File: src/rtl/psram_seq_pkg.sv
package psram_seq_pkg;

  typedef enum logic [3:0] {
    ST_OFF,
    ST_HOLD_LO,
    ST_DGRANT,
    ST_DUMMY,
    ST_SETTLE,
    ST_READY,
    ST_PD_GRANT,
    ST_PD_SETUP,
    ST_PD
  } seq_st_e;

endpackage

File: src/rtl/psram_interval_ctr.sv
// Counts a loaded number of ticks, each tick PRESCALE cycles long.
module psram_interval_ctr #(
  parameter int PRESCALE  = 125,
  parameter int MAX_COUNT = 400,
  localparam int CW = $clog2(MAX_COUNT + 1)
) (
  input  logic          clk,
  input  logic          rst_n,
  input  logic          kill,
  input  logic          start,
  input  logic [CW-1:0] count,
  output logic          done
);

  logic [CW-1:0] rem;
  logic          tick;

  generate
    if (PRESCALE > 1) begin : g_pre
      localparam int PW = $clog2(PRESCALE);
      logic [PW-1:0] pre;
      always_ff @(posedge clk or negedge rst_n) begin
        if (!rst_n) begin
          pre <= '0;
        end else if (kill || start) begin
          pre <= PW'(PRESCALE - 1);
        end else if (rem != '0) begin
          pre <= (pre == '0) ? PW'(PRESCALE - 1) : pre - 1'b1;
        end
      end
      assign tick = (pre == '0);
    end else begin : g_nopre
      assign tick = 1'b1;
    end
  endgenerate

  always_ff @(posedge clk or negedge rst_n) begin
    if (!rst_n) begin
      rem <= '0;
    end else if (kill) begin
      rem <= '0;
    end else if (start) begin
      rem <= count;
    end else if (rem != '0 && tick) begin
      rem <= rem - 1'b1;
    end
  end

  assign done = (rem == '0);

endmodule

File: src/rtl/psram_dummy_rd.sv
// Issues NUM_RD read cycles: chip enable low RD_CYC, then high GAP_CYC.
module psram_dummy_rd #(
  parameter int RD_CYC  = 12,
  parameter int GAP_CYC = 2,
  parameter int NUM_RD  = 2
) (
  input  logic clk,
  input  logic rst_n,
  input  logic kill,
  input  logic start,
  output logic busy,
  output logic ce1_n,
  output logic oe_n
);

  localparam int MXC = (RD_CYC > GAP_CYC) ? RD_CYC : GAP_CYC;
  localparam int CNW = $clog2(MXC + 1);
  localparam int NW  = $clog2(NUM_RD + 1);

  logic           low_ph;
  logic [CNW-1:0] cnt;
  logic [NW-1:0]  nrd;

  always_ff @(posedge clk or negedge rst_n) begin
    if (!rst_n) begin
      busy   <= 1'b0;
      low_ph <= 1'b0;
      cnt    <= '0;
      nrd    <= '0;
    end else if (kill) begin
      busy   <= 1'b0;
      low_ph <= 1'b0;
      cnt    <= '0;
      nrd    <= '0;
    end else if (start) begin
      busy   <= 1'b1;
      low_ph <= 1'b1;
      cnt    <= CNW'(RD_CYC - 1);
      nrd    <= '0;
    end else if (busy) begin
      if (cnt != '0) begin
        cnt <= cnt - 1'b1;
      end else if (low_ph) begin
        low_ph <= 1'b0;
        cnt    <= CNW'(GAP_CYC - 1);
      end else if (nrd == NW'(NUM_RD - 1)) begin
        busy <= 1'b0;
      end else begin
        nrd    <= nrd + 1'b1;
        low_ph <= 1'b1;
        cnt    <= CNW'(RD_CYC - 1);
      end
    end
  end

  assign ce1_n = ~low_ph;
  assign oe_n  = ~low_ph;

endmodule

File: src/rtl/psram_pwr_seq.sv
module psram_pwr_seq #(
  parameter int TICK_DIV      = 125,
  parameter int HOLD_LO_TICKS = 360,
  parameter int HOLD_HI_TICKS = 310,
  parameter int PD_SETUP_CYC  = 13,
  parameter int RD_CYC        = 12,
  parameter int GAP_CYC       = 2,
  parameter int NUM_RD        = 2,
  parameter bit USE_DUMMY     = 1'b1
) (
  input  logic clk,
  input  logic rst_n,
  input  logic supply_ok,
  input  logic pd_req,
  input  logic wake_req,
  input  logic bus_idle,
  output logic bus_req,
  input  logic bus_gnt,
  input  logic host_acc,
  output logic host_err,
  output logic ready,
  output logic contents_lost,
  output logic mem_ce1_n,
  output logic mem_ce2,
  output logic mem_oe_n,
  output logic mem_we_n
);
  import psram_seq_pkg::*;

  localparam int LMAX = (HOLD_LO_TICKS > HOLD_HI_TICKS) ? HOLD_LO_TICKS : HOLD_HI_TICKS;
  localparam int LCW  = $clog2(LMAX + 1);
  localparam int SCW  = $clog2(PD_SETUP_CYC + 1);

  seq_st_e  st, st_nx;
  logic     ce2_q, ce2_nx;
  logic     from_pd, lost_q, err_q;
  logic     start_long, sel_hi, done_long;
  logic     start_pd, done_pd;
  logic     start_dr, dr_busy, dr_ce1_n, dr_oe_n;
  logic     kill;
  logic [LCW-1:0] long_cnt;

  assign kill     = ~supply_ok;
  assign long_cnt = sel_hi ? LCW'(HOLD_HI_TICKS) : LCW'(HOLD_LO_TICKS);

  psram_interval_ctr #(.PRESCALE(TICK_DIV), .MAX_COUNT(LMAX)) u_long (
    .clk(clk), .rst_n(rst_n), .kill(kill), .start(start_long),
    .count(long_cnt), .done(done_long)
  );

  psram_interval_ctr #(.PRESCALE(1), .MAX_COUNT(PD_SETUP_CYC)) u_setup (
    .clk(clk), .rst_n(rst_n), .kill(kill), .start(start_pd),
    .count(SCW'(PD_SETUP_CYC)), .done(done_pd)
  );

  generate
    if (USE_DUMMY) begin : g_dummy
      psram_dummy_rd #(.RD_CYC(RD_CYC), .GAP_CYC(GAP_CYC), .NUM_RD(NUM_RD)) u_drd (
        .clk(clk), .rst_n(rst_n), .kill(kill), .start(start_dr),
        .busy(dr_busy), .ce1_n(dr_ce1_n), .oe_n(dr_oe_n)
      );
    end else begin : g_hold
      assign dr_busy  = 1'b0;
      assign dr_ce1_n = 1'b1;
      assign dr_oe_n  = 1'b1;
    end
  endgenerate

  always_comb begin
    st_nx      = st;
    ce2_nx     = ce2_q;
    start_long = 1'b0;
    sel_hi     = 1'b0;
    start_pd   = 1'b0;
    start_dr   = 1'b0;
    case (st)
      ST_OFF: if (supply_ok) begin
        st_nx      = ST_HOLD_LO;
        start_long = 1'b1;
      end
      ST_HOLD_LO: if (done_long) begin
        ce2_nx = 1'b1;
        if (USE_DUMMY) begin
          st_nx = ST_DGRANT;
        end else begin
          st_nx      = ST_SETTLE;
          start_long = 1'b1;
          sel_hi     = 1'b1;
        end
      end
      ST_DGRANT: if (bus_gnt) begin
        st_nx    = ST_DUMMY;
        start_dr = 1'b1;
      end
      ST_DUMMY:    if (!dr_busy) st_nx = ST_READY;
      ST_SETTLE:   if (done_long) st_nx = ST_READY;
      ST_READY:    if (pd_req && bus_idle) st_nx = ST_PD_GRANT;
      ST_PD_GRANT: if (bus_gnt) begin
        st_nx    = ST_PD_SETUP;
        start_pd = 1'b1;
      end
      ST_PD_SETUP: if (done_pd) begin
        ce2_nx = 1'b0;
        st_nx  = ST_PD;
      end
      ST_PD: if (wake_req) begin
        st_nx      = ST_HOLD_LO;
        start_long = 1'b1;
      end
      default: st_nx = ST_OFF;
    endcase
    if (!supply_ok) begin
      st_nx      = ST_OFF;
      ce2_nx     = 1'b0;
      start_long = 1'b0;
      start_pd   = 1'b0;
      start_dr   = 1'b0;
    end
  end

  always_ff @(posedge clk or negedge rst_n) begin
    if (!rst_n) begin
      st      <= ST_OFF;
      ce2_q   <= 1'b0;
      from_pd <= 1'b0;
      lost_q  <= 1'b0;
      err_q   <= 1'b0;
    end else begin
      st     <= st_nx;
      ce2_q  <= ce2_nx;
      err_q  <= host_acc && (st != ST_READY);
      lost_q <= from_pd && (st_nx == ST_READY) && (st != ST_READY);
      if (st == ST_PD && st_nx == ST_HOLD_LO) begin
        from_pd <= 1'b1;
      end else if (st_nx == ST_READY || st_nx == ST_OFF) begin
        from_pd <= 1'b0;
      end
    end
  end

  assign ready         = (st == ST_READY);
  assign bus_req       = (st != ST_OFF) && (st != ST_READY);
  assign host_err      = err_q;
  assign contents_lost = lost_q;
  assign mem_ce2       = ce2_q;
  assign mem_ce1_n     = dr_ce1_n;
  assign mem_oe_n      = dr_oe_n;
  assign mem_we_n      = 1'b1;

endmodule

File: config.mk
export PLATFORM = sky130hd
export DESIGN_NAME = psram_pwr_seq
export DESIGN_NICKNAME = d
export VERILOG_FILES = /design/src/rtl/psram_seq_pkg.sv /design/src/rtl/psram_interval_ctr.sv /design/src/rtl/psram_dummy_rd.sv /design/src/rtl/psram_pwr_seq.sv
export SDC_FILE = /design/constraint.sdc
export NUM_CORES = 1
export LEC_CHECK = 0
export BUFFER_PORTS_ARGS = -buffer_cell sky130_fd_sc_hd__buf_4
export CELL_PAD_IN_SITES_DETAIL_PLACEMENT = 1
export CELL_PAD_IN_SITES_GLOBAL_PLACEMENT = 2
export CORE_ASPECT_RATIO = 0.8
export CORE_MARGIN = 10
export CORE_UTILIZATION = 41
export DETAILED_ROUTE_END_ITERATION = 10
export PLACE_DENSITY_LB_ADDON = 0.08
export SLEW_MARGIN = 20
export SYNTH_ARGS = -nofsm -noshare
export SYNTH_HDL_FRONTEND = slang
export SYNTH_HIERARCHICAL = 1
export SYNTH_SLANG_ARGS = --single-unit
File: constraint.sdc
create_clock -name clk -period 5.6 [get_ports clk]
set_input_delay 0.56 -clock clk [delete_from_list [all_inputs] [get_ports clk]]
set_output_delay 0.56 -clock clk [all_outputs]
set_load 0.1 [all_outputs]
==> impl_metrics.ini <==
[pwr]
p_leak_uw = 0.00112
ir_drop_mv = 0.380
power_density_nw_per_um2 = 474

[timing]
setup_viol = 0
worst_slew_pin_slew_ps = 806
finalSetupTns_ps = 0
fmax_mhz = 331
rsz0062_at_grt = no
min_period_over_period_pct = 54.0
drv_slew = 0
fin_worst_skew_ps = 6.76
finalCriticalPeriod_ps = 3020
timing.slew.headroom_pct = 46.1
hold_viol = 0

[placed_design]
dp_hpwl_mm = 4.42
place.gp.congestion = 0.797
port_buffers = 14
placed_cells = 359

[cts]
numCtsBuffers = 5
worst_skew_pair.late_latency_ps = 290
clkTransAtPathRegs_ps = 70
ctsHoldBuffers = 0
cts_tree = done
cts_buffer_depth = 2
h-tree-depth = 2
cts_root_buf = clkbuf_8
post_cts_buffers = 0
cts_sinks = 36
cts_resized = 0

[critical_path]
crit_chain = inv_1, ha_1, or4b_1, nor2_1, o311ai_0, a21o_1, a2111oi_2
startpoint = u_long/rem[0]$_DFFE_PN0P_
r2r-start = u_long/rem[0]$_DFFE_PN0P_
crit_buf_inv = 1
path_max_fanout = 14
crit_type = flip-flop to flip-flop
crit_path_end_kind = flip-flop
cp.arrival_ps = 3200
critPathTopFamily = simple AND/OR/NAND/NOR gates
worstPathRequired_ps = 5780
startpoint_type = flip-flop
max_stage_delay_ps = 700
crit_slowest_cell = nor2_1

[synthesis]
ys_ff_latch = 36
synth-edff-count = 0
post_synth.cell_area_avg_um2 = 9.00
synthTopCellsByArea = dfrtp_1, a21oi_1, ha_1
synthFlopType = dfrtp_1
yosysSeqAreaShare_pct = 37.2
yosysWarnings = 6
yosys.area.top_type_share_pct = 37.2
yosys.area.top_type = dfrtp_1
synth.distinct_cells = 73
synth_area_um2 = 2420
synthArstFlopShare_pct = 100
synth_cells = 269

[die]
die_w_um = 106
design.core.area_um2 = 5590
rows = 24
start_util_pct = 43.3
io_pins = 16
die_y_um = 88.7
die-area_um2 = 9390

[cells_and_area]
area_delta_synth_final_pct = 11.4
final_cell_mix = dfrtp_1, a21oi_1, inv_1
multi_input_area_um2 = 1390
nets = 304
instances_no_fill = 367
drive_gt1_share_pct = 14.5
fill_cells = 675
final_common_cell = dfrtp_1
register_area_um2 = 901
insertedDiodeCount = 0

[routing]
drc = 0
wire_per_inst_um = 16.9
postRouteAntennaNets = 0
drt-total-wl_mm = 6.18
drt_iter0_markers = 71
first_pass_iters = 4
vias_per_cell = 5.62
vias = 2063

[global_routing]
grt_max_degree = 37
grt_pass1_vias = 2065
grt_pass1_wl_mm = 10.6
grtUsageTotal_pct = 13.9
antenna_found_initial = 0
gr-total-overflow = 0

[status]
status = completed

[run]
drv_cap = 0

[worst_hold_path]
hold_class = primary input to asynchronous set/reset pin
-- final timing paths --
kind,slack [ps],endpoint,depth (start not counted)
setup / recovery,2580,contents_lost$_DFF_PN0_,7
hold / removal,220,u_long/rem[1]$_DFFE_PN0P_,1
setup reg to reg,2580,contents_lost$_DFF_PN0_,7
hold reg to reg,560,contents_lost$_DFF_PN0_,2
max in group asynchronous,5040,contents_lost$_DFF_PN0_,1
min in group clk,490,host_err$_DFF_PN0_,2
-- through the flow --
stage                     cell area [um2]  worst slack, ps  hold WS (ps)  utilization, %  total power (uW)
final                                2700             2580           223            48.3              1280
after detailed placement             2590             2600           543            46.3              1050
after global routing                 2700             2360           262            48.3              1380
after CTS                            2700             2570           245            48.3              1290
after global placement               2590             2740           560            46.3              1040
after floorplan                      2460             3300           264               -               924
-- cells in the mapped netlist (all sizes together), types with 2 or more instances --
cell	n
nand3	9
o311ai	3
inv	21
and2	4
or3b	3
a211oi	5
nor2	19
nand2	14
and3	4
nor3b	3
dfrtp	36
nor2b	4
a311o	3
clkbuf	6
and3b	2
mux2i	2
o21ai	12
a2111oi	2
or4	3
nor3	8
or3	9
nand4	3
o21a	3
o211ai	3
a21oi	25
nor4	5
o32ai	2
xnor2	5
a22o	2
conb	2
ha	8
nand2b	2
a311oi	4
o22ai	2
buf	9
nor4b	4
-- cell type report --
class,count,share of cell area [%]
Clock inverter,2,1.30
Inverter,22,3.11
Tap cell,78,3.62
Sequential cell,36,33.4
Multi-Input combinational cell,208,51.7
Clock buffer,6,2.69
Timing Repair Buffer,15,4.18
-- metal layers --
layer	wire [um]	track usage, %	vias to the layer above
met3	259	3.49	4
li1	-	-	1009
met5	0	0	-
met1	3250	19.9	1017
met4	50	3.31	0
met2	2620	20.2	33
-- flip-flops by register name, summed over array words and instances, names as in the netlist --
signal	flops
g_dummy.u_drd/nrd	2
host_err	1
mem_ce2	1
from_pd	1
g_dummy.u_drd/low_ph	1
u_long/g_pre.pre	7
g_dummy.u_drd/cnt	4
u_setup/rem	4
contents_lost	1
st	4
g_dummy.u_drd/busy	1
u_long/rem	9
-- logic make-up after synthesis --
group	Yosys count	synth area share, %
and+or+nand+nor	101	25.3
AOI/OAI and AO/OA	76	22.5
buffers and inverters	37	7.08
DFF	36	37.2
adders and majority gates	8	4.14
xor gates and xnor gates	6	2.17
muxes	3	1.29
other	2	0.310
-- where the power goes --
part	total (uW)	internal [uW]	leakage, uW	switching [uW]
clock	230	132	0.0000552	97.7
combinational	637	231	0.000601	406
sequential	409	318	0.000462	91.5
total	1280	681	0.00112	595
Note: power is estimated with default switching activity, not from simulation.
